### config.mk
export PLATFORM = sky130hd
export DESIGN_NAME = clkout_gate_top
export DESIGN_NICKNAME = d
export VERILOG_FILES = /design/src/rtl/clkout_gate_pkg.sv /design/src/rtl/bus_sync.sv /design/src/rtl/serial_wr_slave.sv /design/src/rtl/enable_regs.sv /design/src/rtl/clk_fanout.sv /design/src/rtl/clkout_gate_top.sv
export SDC_FILE = /design/constraint.sdc
export NUM_CORES = 1
export LEC_CHECK = 0
export ABC_AREA = 1
export BUFFER_PORTS_ARGS = -buffer_cell sky130_fd_sc_hd__buf_4
export CORE_ASPECT_RATIO = 0.8
export CORE_MARGIN = 8
export CORE_UTILIZATION = 25
export CTS_BUF_LIST = sky130_fd_sc_hd__clkbuf_8
export DETAILED_ROUTE_END_ITERATION = 12
export GPL_ROUTABILITY_DRIVEN = 0
export PLACE_DENSITY_LB_ADDON = 0.08
export SLEW_MARGIN = 5
export SYNTH_ARGS = -nofsm -noshare
export SYNTH_HDL_FRONTEND = slang
export SYNTH_SLANG_ARGS = --single-unit
### constraint.sdc
create_clock -name clk -period 1.3 [get_ports clk]
set_input_delay 0.26 -clock clk [delete_from_list [all_inputs] [get_ports clk]]
set_output_delay 0.26 -clock clk [all_outputs]
set_load 0.05 [all_outputs]
### src/rtl/clkout_gate_pkg.sv
package clkout_gate_pkg;

    localparam int          N_OUT    = 14;
    localparam int          N_PAY    = 3;
    localparam logic [6:0]  DEV_ADDR = 7'b1101001;
    localparam int          BIT_W    = 4;
    localparam int          IDX_W    = 2;

    typedef enum logic [2:0] {
        PH_IDLE,
        PH_ADDR,
        PH_CMD,
        PH_CNT,
        PH_DATA
    } phase_t;

    typedef struct packed {
        logic             valid;
        logic [IDX_W-1:0] idx;
        logic [7:0]       data;
    } pay_wr_t;

    // Merge one payload byte into the enable vector; reserved positions are skipped.
    function automatic logic [N_OUT-1:0] merge_byte(
        input logic [N_OUT-1:0] cur,
        input logic [IDX_W-1:0] idx,
        input logic [7:0]       d
    );
        logic [N_OUT-1:0] r;
        r = cur;
        case (idx)
            2'd0: begin
                r[5]   = d[7];
                r[4]   = d[6];
                r[3:0] = d[3:0];
            end
            2'd1: begin
                r[11:8] = d[7:4];
                r[7:6]  = d[1:0];
            end
            2'd2: begin
                r[13] = d[7];
                r[12] = d[6];
            end
            default: ;
        endcase
        return r;
    endfunction

endpackage

### src/rtl/bus_sync.sv
module bus_sync #(
    parameter int WIDTH  = 2,
    parameter int STAGES = 2
) (
    input  logic             clk,
    input  logic             rst,
    input  logic [WIDTH-1:0] din,
    output logic [WIDTH-1:0] dout
);

    logic [WIDTH-1:0] pipe [STAGES];

    always_ff @(posedge clk) begin
        if (rst) pipe[0] <= '1;
        else     pipe[0] <= din;
    end

    for (genvar s = 1; s < STAGES; s++) begin : g_stage
        always_ff @(posedge clk) begin
            if (rst) pipe[s] <= '1;
            else     pipe[s] <= pipe[s-1];
        end
    end

    assign dout = pipe[STAGES-1];

endmodule

### src/rtl/serial_wr_slave.sv
module serial_wr_slave
    import clkout_gate_pkg::*;
(
    input  logic    clk,
    input  logic    rst,
    input  logic    scl_s,
    input  logic    sda_s,
    output logic    sda_pull,
    output pay_wr_t wr
);

    logic             scl_q, sda_q;
    phase_t           phase, nxt_phase;
    logic [BIT_W-1:0] bit_cnt;
    logic [7:0]       shreg;
    logic             in_ack;
    logic             ack_drv;
    logic [IDX_W-1:0] pay_idx;

    logic start_c, stop_c, scl_rise, scl_fall, addr_hit;

    assign start_c  = scl_s && scl_q && sda_q && !sda_s;
    assign stop_c   = scl_s && scl_q && !sda_q && sda_s;
    assign scl_rise = scl_s && !scl_q;
    assign scl_fall = !scl_s && scl_q;
    assign addr_hit = (shreg[7:1] == DEV_ADDR) && !shreg[0];
    assign sda_pull = ack_drv;

    always_ff @(posedge clk) begin
        if (rst) begin
            scl_q     <= 1'b1;
            sda_q     <= 1'b1;
            phase     <= PH_IDLE;
            nxt_phase <= PH_IDLE;
            bit_cnt   <= '0;
            shreg     <= '0;
            in_ack    <= 1'b0;
            ack_drv   <= 1'b0;
            pay_idx   <= '0;
            wr        <= '0;
        end else begin
            scl_q    <= scl_s;
            sda_q    <= sda_s;
            wr.valid <= 1'b0;
            if (start_c) begin
                phase   <= PH_ADDR;
                bit_cnt <= '0;
                in_ack  <= 1'b0;
                ack_drv <= 1'b0;
                pay_idx <= '0;
            end else if (stop_c) begin
                phase   <= PH_IDLE;
                bit_cnt <= '0;
                in_ack  <= 1'b0;
                ack_drv <= 1'b0;
            end else if (phase != PH_IDLE) begin
                if (scl_rise && !in_ack) begin
                    shreg   <= {shreg[6:0], sda_s};
                    bit_cnt <= bit_cnt + 1'b1;
                end
                if (scl_fall) begin
                    if (in_ack) begin
                        in_ack  <= 1'b0;
                        ack_drv <= 1'b0;
                        phase   <= nxt_phase;
                        bit_cnt <= '0;
                    end else if (bit_cnt == BIT_W'(8)) begin
                        bit_cnt <= '0;
                        case (phase)
                            PH_ADDR: begin
                                if (addr_hit) begin
                                    in_ack    <= 1'b1;
                                    ack_drv   <= 1'b1;
                                    nxt_phase <= PH_CMD;
                                end else begin
                                    phase <= PH_IDLE;
                                end
                            end
                            PH_CMD: begin
                                in_ack    <= 1'b1;
                                ack_drv   <= 1'b1;
                                nxt_phase <= PH_CNT;
                            end
                            PH_CNT: begin
                                in_ack    <= 1'b1;
                                ack_drv   <= 1'b1;
                                nxt_phase <= PH_DATA;
                            end
                            PH_DATA: begin
                                in_ack    <= 1'b1;
                                ack_drv   <= 1'b1;
                                nxt_phase <= PH_DATA;
                                if (pay_idx < IDX_W'(N_PAY)) begin
                                    wr.valid <= 1'b1;
                                    wr.idx   <= pay_idx;
                                    wr.data  <= shreg;
                                    pay_idx  <= pay_idx + 1'b1;
                                end
                            end
                            default: phase <= PH_IDLE;
                        endcase
                    end
                end
            end
        end
    end

endmodule

### src/rtl/enable_regs.sv
module enable_regs
    import clkout_gate_pkg::*;
(
    input  logic             clk,
    input  logic             rst,
    input  pay_wr_t          wr,
    output logic [N_OUT-1:0] en_q
);

    always_ff @(posedge clk) begin
        if (rst)           en_q <= '1;
        else if (wr.valid) en_q <= merge_byte(en_q, wr.idx, wr.data);
    end

endmodule

### src/rtl/clk_fanout.sv
module clk_fanout #(
    parameter int N = 14
) (
    input  logic         clk,
    input  logic         rst,
    input  logic         clk_in,
    input  logic         oe,
    input  logic [N-1:0] en_q,
    output logic [N-1:0] en_eff,
    output logic [N-1:0] out,
    output logic [N-1:0] out_oe
);

    for (genvar i = 0; i < N; i++) begin : g_lane
        always_ff @(posedge clk) begin
            if (rst)         en_eff[i] <= 1'b1;
            else if (!clk_in) en_eff[i] <= en_q[i];
        end
        assign out[i]    = clk_in & en_eff[i];
        assign out_oe[i] = oe;
    end

endmodule

### src/rtl/clkout_gate_top.sv
module clkout_gate_top
    import clkout_gate_pkg::*;
(
    input  logic             clk,
    input  logic             rst,
    input  logic             scl_in,
    input  logic             sda_in,
    output logic             sda_pull,
    input  logic             clk_in,
    input  logic             oe,
    output logic [N_OUT-1:0] clk_out,
    output logic [N_OUT-1:0] clk_out_oe
);

    logic [1:0]       bus_s;
    pay_wr_t          wr_bus;
    logic             wr_valid;
    logic [N_OUT-1:0] en_q;
    logic [N_OUT-1:0] en_eff;

    bus_sync #(.WIDTH(2), .STAGES(2)) u_sync (
        .clk  (clk),
        .rst  (rst),
        .din  ({scl_in, sda_in}),
        .dout (bus_s)
    );

    serial_wr_slave u_slave (
        .clk      (clk),
        .rst      (rst),
        .scl_s    (bus_s[1]),
        .sda_s    (bus_s[0]),
        .sda_pull (sda_pull),
        .wr       (wr_bus)
    );

    assign wr_valid = wr_bus.valid;

    enable_regs u_regs (
        .clk  (clk),
        .rst  (rst),
        .wr   (wr_bus),
        .en_q (en_q)
    );

    clk_fanout #(.N(N_OUT)) u_fan (
        .clk    (clk),
        .rst    (rst),
        .clk_in (clk_in),
        .oe     (oe),
        .en_q   (en_q),
        .en_eff (en_eff),
        .out    (clk_out),
        .out_oe (clk_out_oe)
    );

endmodule

==> results.yml, run 1 <==
sta:
  max_slew_margin_pct: 73.2
  hold_viol_final: 0
  setup_tns_ns: -0.0616
  finalCriticalPeriod_ns: 1.34
  worstMarginPinSlew_ns: 0.402
  fmax_mhz: 745
  slew_viol_final: 0
  fin_ws_ns: -0.0420
  setup_viol: 5
  rsz0062_at_grt: "true"
  fin_crit_sh_pct: 103
  skew_ns: 0.00980
critical_path:
  worst-path-stages: 10
  r2r_end: "u_slave.pay_idx[1]"
  critical_path_buf_inv_count: 3
  startpoint_type: "register"
  critPathCapture: "u_slave.pay_idx[1]"
  reg2reg_setup_slack_ns: -0.04
  crit_slowest_cell: "dfxtp_2"
  path_max_fanout: 4
  worstReg2RegStart: "u_slave.bit_cnt[1]"
  path_cells: "inv_2, ha_4, nand2_4, nor2_4, nand3_4, clkinv_4, nand3_4, buf_6, nand2_2, a21oi_2"
  path_delay_family: "simple AND/OR/NAND/NOR gates"
  critPathMostFrequentCell: "nand3_4"
  cp.required_ns: 1.55
  r2r_cells: 10
  cp-startpoint: "u_slave.bit_cnt[1]"
  arrival_ns: 1.59
  crit_type: "reg -> reg"
  end_kind: "register"
  max_stage_delay_ns: 0.33
logic_synthesis:
  synthFlopType: "dfxtp_1"
  yosys_warnings: 0
  synth_seq_cells: 67
  ys_seq_area_share_pct: 49.1
  synthTopCellsByCount: "80 x nand2_1, 67 x dfxtp_1, 40 x inv_1, 40 x nor2_1, 33 x nand3_1"
  synth_cell_types: 26
  ys_top_cells_by_area: "dfxtp_1 49%, nand2_1 11%, nand3_1 6.0%"
  synth_nets: 364
  synthDominantCellAreaShare_pct: 49.1
  syn_avg_cell_area_um2: 7.69
  synthMostInstantiatedCell: "nand2_1"
  yosysTopAreaCell: "dfxtp_1"
  netlist_area_um2: 2730
  synthCells: 355
  synthArstFlopShare_pct: 0
  synth_edf_count: 0
die:
  die-area_um2: 14500
  die_w_um: 133
  pin_count: 35
  coreArea_um2: 10800
  start_util_pct: 25.4
  num_rows: 34
  dieHeight_um: 109
cts:
  cts-hold-fix-buffers: 0
  clock-root-buffer: "clkbuf_8"
  clock_sinks: 67
  cts_tree: "yes"
  path_clk_slew_ns: 0.08
  cts_htree_levels: 3
  numCtsBuffers: 9
  clock_latency_ns: 0.35
  cts.path.max_buffers: 2
power:
  switching_power_mw: 1.07
  switching_share_pct: 23.1
  p_int_mw: 3.58
  finalPower_mw: 4.65
  clockPowerShare_pct: 47.0
  p_comb_share_pct: 8.0
  max-vdd-ir-drop_mv: 0.423
  cellLeakagePower_nw: 1.68
  cellPowerDensity_nw_per_um2: 1250
  pwr-share-seq_pct: 45.0
grt:
  grt_overflow: 0
  grt_pass1_vias: 2201
  grt_pass1_wl_um: 10900
  antenna_found_initial: 0
  grt_usage_pct: 9.49
  grt_max_degree: 24
status:
  violations: "negative setup slack"
  status: "complete, but fails checks"
final_layout:
  syn2layout_area_growth_pct: 36.5
  finish.utilization_pct: 34.6
  finalNonFillerCells: 554
  drive_above_1_share_pct: 33.7
  nets: 415
  fillers: 1150
  antennaDiodeCount: 0
route:
  drtIter0Drc: 87
  drc_errors: 0
  drt-vias-per-instance: 4.19
  vias: 2323
  drtAntennaViolNets: 0
  wl_per_cell_um: 11.9
  drt_first_pass_iters: 4
  wirelength_um: 6580
min_path:
  hold_path.class: "in -> reg"
  min_from: "scl_in"
place:
  placed_cells: 536
  place_ws_ns: -0.143
  place.detailed.hpwl_um: 4550
  portBuffers: 19
flow_run:
  drv_cap: 0
flip-flops by register name (all words and copies together), names as in the netlist:
name and cells:
u_slave.phase 3, u_slave.pay_idx 2, u_fan.en_eff 14, u_slave.sda_pull 1, u_slave.wr 11, u_slave.sda_q 1
u_slave.scl_q 1, u_slave.nxt_phase 3, u_slave.bit_cnt 4, u_sync.pipe 4, u_slave.in_ack 1, u_regs.en_q 14
u_slave.shreg 8
power by group through the flow:
stage	logic (mW)	clock network [mW]	registers (mW)
floorplan	0.338	0	2.14
global placement	0.350	0	2.14
detailed placement	0.349	0	2.14
CTS	0.356	2.27	2.09
global route	0.406	2.34	2.09
finish	0.372	2.19	2.09
layout make-up:
cell class,count,area (um^2),area share [%]
clock buffers,11,151,4.06
clock inverters,4,97.6,2.62
inverters,43,171,4.60
multi-input cells,222,1240,33.2
flip-flops and latches,67,1360,36.4
well taps,144,180,4.83
repair buffers,62,528,14.2
repair inverters,1,6.26,0.168
worst min path at each step:
stage	to	cells after the start	slack, ns
6_report	u_sync.pipe[0][1]	2	0.10
3_5_place_dp	u_sync.pipe[1][1]	1	0.40
3_3_place_gp	u_sync.pipe[1][0]	1	0.40
4_1_cts	u_sync.pipe[0][1]	2	0.08
2_1_floorplan	u_slave.nxt_phase[2]	1	0.33
5_1_grt	u_sync.pipe[0][1]	2	0.08
cells by family (layout without fill, tap and decap cells):
family                     after synthesis  in the layout  share of synthesized area (%)
xor gates and xnor gates                 3              3                          0.963
DFF                                     67             67                           49.1
adders and majority gates                3              3                           1.38
AOI/OAI and AO/OA                       36             36                           6.69
buffers and inverters                   66            121                           11.5
and+or+nand+nor                        180            180                           30.4
routing by layer:
layer | share of wire, % | track usage [%] | vias up
met5 | 0 | 0 | -
met4 | 2.2 | 5.09 | 0
met3 | 4.0 | 3.29 | 9
met2 | 42 | 13.7 | 29
met1 | 52 | 12.3 | 1077
li1 | - | - | 1208
per-stage QoR:
stage	instance area (um^2)	hold WS, ns
CTS	3580	0.0765
detailed placement	3240	0.399
global route	3730	0.0783
global placement	3240	0.405
floorplan	2750	0.329
finish	3730	0.101
layout by cell type, fill, tap and decap left out, types with 6 or more instances in the layout:
master,Yosys,layout
dfxtp_1,67,60
inv_1,40,33
o21ai_0,19,6
buf_6,1,14
nand2_1,80,72
a21oi_1,16,12
nand2_2,2,6
inv_2,2,8
buf_4,15,46
nor2_1,40,33
o21ai_1,0,10
clkbuf_8,0,11
nor3_1,7,7
nand3_1,33,29
repair_timing:
action / CTS / global route
cloned: 1 / 1
buffers inserted: 0 / 1
resized for setup: 32 / 44
endpoints found under the setup margin: 30 / 40
endpoints found under the hold margin: 0 / 0
pin swaps: 8 / 9
(Power assumes the default switching activity.)
==> run 2: changes to the inputs <==
==> constraint.sdc (replaced) <==
create_clock -name clk -period 1.3 [get_ports clk]
set_input_delay 0.195 -clock clk [delete_from_list [all_inputs] [get_ports clk]]
set_output_delay 0.195 -clock clk [all_outputs]
set_load 0.05 [all_outputs]
==> run 2 against run 1 <==
Power shrank 7.9%. Clock skew shrank 0.0017 ns. The flow still finishes with violations (negative setup slack). Die area is the same. Sequential share of layout area grew 0.93 points. Non-clock buffer count is the same. Largest power group is now registers.
==> results.yml, run 2 (synthesis gave the netlist of run 1 again) <==
final_layout:
  finalNonFillerCells: 555
  layout_common_cells: "72 x nand2_1, 60 x dfxtp_1, 54 x buf_4"
  final_common_cell: "nand2_1"
  nets: 415
  reg_top3: "u_fan.en_eff: 14 flops, u_regs.en_q: 14 flops, u_slave.wr: 11 flops"
  antennaDiodeCount: 0
  drive_above_1_share_pct: 32.8
  syn2layout_area_growth_pct: 33.4
  fin_area_um2: 3640
  finish.utilization_pct: 33.8
power:
  cellPowerDensity_nw_per_um2: 1180
  finalPower_mw: 4.28
  cellLeakagePower_nw: 1.64
  max-vdd-ir-drop_mv: 0.369
critical_path:
  path_max_fanout: 4
  arrival_ns: 1.58
  crit_type: "reg -> reg"
  reg2reg_setup_slack_ns: -0.04
  startpoint_type: "register"
  cp-startpoint: "u_slave.phase[0]"
  cp.required_ns: 1.54
  r2r_end: "u_slave.pay_idx[1]"
  end_kind: "register"
  worstReg2RegStart: "u_slave.phase[0]"
  r2r_cells: 7
cts:
  cts_htree_levels: 3
  clock_latency_ns: 0.35
  path_clk_slew_ns: 0.07
  cts_tree: "yes"
  cts.path.max_buffers: 2
  clock_sinks: 67
  clock-root-buffer: "clkbuf_8"
  numCtsBuffers: 9
  cts-hold-fix-buffers: 0
flow_run:
  drv_cap: 0
die:
  start_util_pct: 25.4
  dieHeight_um: 109
  coreArea_um2: 10800
  die_w_um: 133
  pin_count: 35
  num_rows: 34
  die-area_um2: 14500
route:
  drtIter0Drc: 101
  drc_errors: 0
  drtAntennaViolNets: 0
  wl_per_cell_um: 11.4
  vias: 2280
  drt-vias-per-instance: 4.11
  drt_first_pass_iters: 4
  wirelength_um: 6340
grt:
  grt_pass1_vias: 2236
  grt_max_degree: 24
  grt_usage_pct: 9.47
  grt_overflow: 0
  grt_pass1_wl_um: 10900
  antenna_found_initial: 0
sta:
  rsz0062_at_grt: "true"
  max_slew_margin_pct: 73.5
  setup_tns_ns: -0.0977
  fin_crit_sh_pct: 103
  finalCriticalPeriod_ns: 1.34
  fmax_mhz: 748
  skew_ns: 0.00806
  hold_viol_final: 0
  slew_viol_final: 0
  worstMarginPinSlew_ns: 0.398
  fin_ws_ns: -0.0370
  setup_viol: 9
min_path:
  hold_path.class: "in -> reg"
  hold_depth: 2
  min_from: "scl_in"
  whs_endpoint: "u_sync.pipe[0][1]"
place:
  place.detailed.hpwl_um: 4560
  placed_cells: 535
  place_area_um2: 3240
  portBuffers: 19
status:
  status: "complete, but fails checks"
  violations: "negative setup slack"
## run 2: cell types whose count changed in the layout (fill, tap and decap cells not counted), sizes merged
cell,previous run,this run
bufinv,3,1
clkbuf,11,12
clkinvlp,1,2
inv,43,44
## run 2: area by class of cell
class | instances | area [um^2]
Fill cell | 1183 | 7120
Sequential cell | 67 | 1360
Multi-Input combinational cell | 222 | 1210
Timing Repair Buffer | 62 | 498
Tap cell | 144 | 180
Inverter | 43 | 176
Clock buffer | 12 | 165
Clock inverter | 4 | 48.8
Timing Repair inverter | 1 | 3.75
## run 2: worst max-delay path by stage
stage                                     to  slack [ns]
final                     u_slave.pay_idx[1]       -0.04
after global routing      u_slave.pay_idx[1]       -0.13
after CTS                 u_slave.pay_idx[1]       -0.05
after detailed placement       u_slave.wr[1]       -0.14
after global placement         u_slave.wr[0]       -0.12
after floorplan                u_slave.wr[0]      -0.001
## run 2: routing by layer
layer / vias up / global-route usage (%) / routed length, um
li1: 1212 / - / -
met1: 1033 / 12.4 / 3430
met2: 25 / 13.2 / 2530
met3: 10 / 3.24 / 249
met4: 0 / 5.58 / 133
met5: - / 0 / 0
## run 2: repair_timing
item | CTS | global route
gates resized for setup | 39 | 27
setup endpoints to repair | 30 | 31
buffers inserted | 1 | 1
pin swaps | 12 | 20
cloned | 1 | 1
## run 2: worst max-delay path, cell delays in order, from the launching register on
cell	delay, ns
dfxtp_4	0.36
buf_6	0.12
nor3_4	0.22
buf_6	0.16
nand3_4	0.13
buf_6	0.15
nand2_2	0.05
a21oi_2	0.04
## run 2: metrics by stage
| step | worst slack, ns | hold WS (ns) |
|---|---|---|
| 6_report | -0.0370 | 0.0384 |
| 2_1_floorplan | -0.00135 | 0.264 |
| 3_3_place_gp | -0.124 | 0.383 |
| 5_1_grt | -0.134 | 0.0203 |
| 4_1_cts | -0.0472 | 0.0103 |
| 3_5_place_dp | -0.141 | 0.382 |
## run 2: power by group
part	internal (mW)	leakage (nW)	switching (mW)	total [mW]
registers	2.08	0.547	0.0126	2.09
clock network	1.04	0.106	0.802	1.84
logic	0.115	0.988	0.238	0.352
total	3.23	1.64	1.05	4.28
==> run 3: changes to the inputs <==
--- a/config.mk
+++ b/config.mk
@@ -10,11 +10,12 @@
 export CORE_ASPECT_RATIO = 0.8
 export CORE_MARGIN = 8
 export CORE_UTILIZATION = 25
-export CTS_BUF_LIST = sky130_fd_sc_hd__clkbuf_8
+export CTS_BUF_LIST = sky130_fd_sc_hd__clkbuf_2
 export DETAILED_ROUTE_END_ITERATION = 12
 export GPL_ROUTABILITY_DRIVEN = 0
+export GPL_TIMING_DRIVEN = 0
 export PLACE_DENSITY_LB_ADDON = 0.08
-export SLEW_MARGIN = 5
+export SLEW_MARGIN = 0
 export SYNTH_ARGS = -nofsm -noshare
 export SYNTH_HDL_FRONTEND = slang
 export SYNTH_SLANG_ARGS = --single-unit
==> run 3 against run 2 <==
The flow still finishes with violations (negative setup slack). Register-to-register slack got worse by 0.08 ns. Critical path depth rose by 4. Design area rose by 8.8%. Critical endpoint is now u_slave.wr[9].
==> results.yml, run 3 (synthesis gave the netlist of run 1 again) <==
status:
  status: "complete, but fails checks"
  violations: "negative setup slack"
power:
  switching_power_mw: 1.11
  max-vdd-ir-drop_mv: 0.353
  switching_share_pct: 30.0
  cellLeakagePower_nw: 1.77
  pwr-share-seq_pct: 56.6
  finalPower_mw: 3.71
  p_comb_share_pct: 16.1
  cellPowerDensity_nw_per_um2: 935
  p_int_mw: 2.59
  clockPowerShare_pct: 27.2
cts:
  clock_latency_ns: 0.50
  cts_tree: "yes"
  clock-root-buffer: "clkbuf_2"
  cts.path.max_buffers: 2
  cts_htree_levels: 3
  numCtsBuffers: 9
  clock_sinks: 67
  path_clk_slew_ns: 0.18
flow_run:
  drv_cap: 0
route:
  wl_met1_um: 3490
  drtAntennaViolNets: 0
  wirelength_um: 6930
  drc_errors: 0
  drt_first_pass_iters: 4
  top_layer: "met4"
  wl_met3_um: 316
  drt-vias-per-instance: 4.21
  vias: 2475
  wl_per_cell_um: 11.8
  met2WireLength_um: 3070
  drtIter0Drc: 114
die:
  die_w_um: 133
  pin_count: 35
  coreArea_um2: 10800
  die-area_um2: 14500
  dieHeight_um: 109
  num_rows: 34
  start_util_pct: 25.4
sta:
  hold_viol_final: 0
  worstMarginPinSlew_ns: 0.583
  fin_crit_sh_pct: 109
  finalHoldWorstSlack_ns: 0.120
  slew_viol_final: 0
  setup_tns_ns: -1.30
  setup_viol: 26
  skew_ns: 0.0344
  finalCriticalPeriod_ns: 1.41
  fmax_mhz: 707
  max_slew_margin_pct: 61.1
  fin_ws_ns: -0.114
  rsz0062_at_grt: "true"
critical_path:
  reg2reg_setup_slack_ns: -0.11
  arrival_ns: 1.83
  startpoint_type: "register"
  max_stage_delay_ns: 0.37
  crit_slowest_cell: "dfxtp_2"
  path_max_fanout: 5
  crit_type: "reg -> reg"
  end_kind: "register"
  cp.required_ns: 1.72
  path_delay_family: "simple AND/OR/NAND/NOR gates"
  critical_path_buf_inv_count: 4
  critPathMostFrequentCell: "nand3_4"
  path_cells: "inv_2, ha_4, nand2_4, nor2_4, nand3_4, clkinv_4, nand3_4, inv_4, buf_8, nor2_2, nor2_1"
min_path:
  hold_path.class: "in -> reg"
place:
  placed_cells: 532
  place.detailed.hpwl_um: 4650
  place_ws_ns: -0.391
  portBuffers: 33
  place_area_um2: 3180
final_layout:
  finalNonFillerCells: 588
  layout_common_cells: "67 x nand2_1, 60 x buf_4, 43 x dfxtp_1"
  syn2layout_area_growth_pct: 45.1
  reg_top3: "u_fan.en_eff: 14 flops, u_regs.en_q: 14 flops, u_slave.wr: 11 flops"
  drive_above_1_share_pct: 46.3
  final_common_cell: "nand2_1"
  nets: 447
  fin_area_um2: 3960
  finish.utilization_pct: 36.8
grt:
  grt_max_degree: 15
  grt_usage_pct: 9.88
  grt_pass1_wl_um: 11400
  antenna_found_initial: 1
  grt_pass1_vias: 2347
  grt_overflow: 0
run 3: power by group through the flow:
stage	logic [mW]	clock network [mW]	registers (mW)
after floorplan	0.338	0	2.14
after global placement	0.476	0	2.14
after detailed placement	0.476	0	2.14
after CTS	0.558	1.08	2.10
after global routing	0.642	1.17	2.10
final	0.598	1.01	2.10
run 3: worst register-to-register path, delay by kind of cell, from the launching register on:
kind	cells	cell delay [ns]
buf+inv	4	0.38
simple gates	6	0.46
flops	1	0.37
fa+ha+maj	1	0.14
run 3: timing repair:
action / in CTS / in global routing
hold buffers: 6 / 0
setup endpoints to repair: 59 / 60
gates cloned: 1 / 1
gates resized for setup: 63 / 94
hold endpoints to repair: 8 / 0
pin swaps: 20 / 17
setup buffers: 19 / 12
run 3: final cells by class:
class | count | area [um^2]
Sequential cell | 67 | 1380
Tap cell | 144 | 180
Antenna cell | 1 | 2.50
Multi-Input combinational cell | 222 | 1320
Clock inverter | 3 | 15.0
Clock buffer | 13 | 65.1
Inverter | 43 | 179
Timing Repair Buffer | 72 | 654
Buffer | 23 | 159
Fill cell | 1138 | 6800
run 3: routing by layer:
metal | vias up | track usage [%]
met5 | - | 0
met4 | 0 | 4.61
met3 | 2 | 3.74
met2 | 36 | 14.3
met1 | 1162 | 12.8
li1 | 1275 | -
run 3: worst paths after layout:
kind | start | end | depth (start not counted)
worst max-delay path | u_slave.bit_cnt[0] | u_slave.wr[9] | 11
worst min-delay path | clk_in | u_fan.en_eff[12] | 4
worst max register to register | u_slave.bit_cnt[0] | u_slave.wr[9] | 11
worst min register to register | u_sync.pipe[0][0] | u_sync.pipe[1][0] | 1
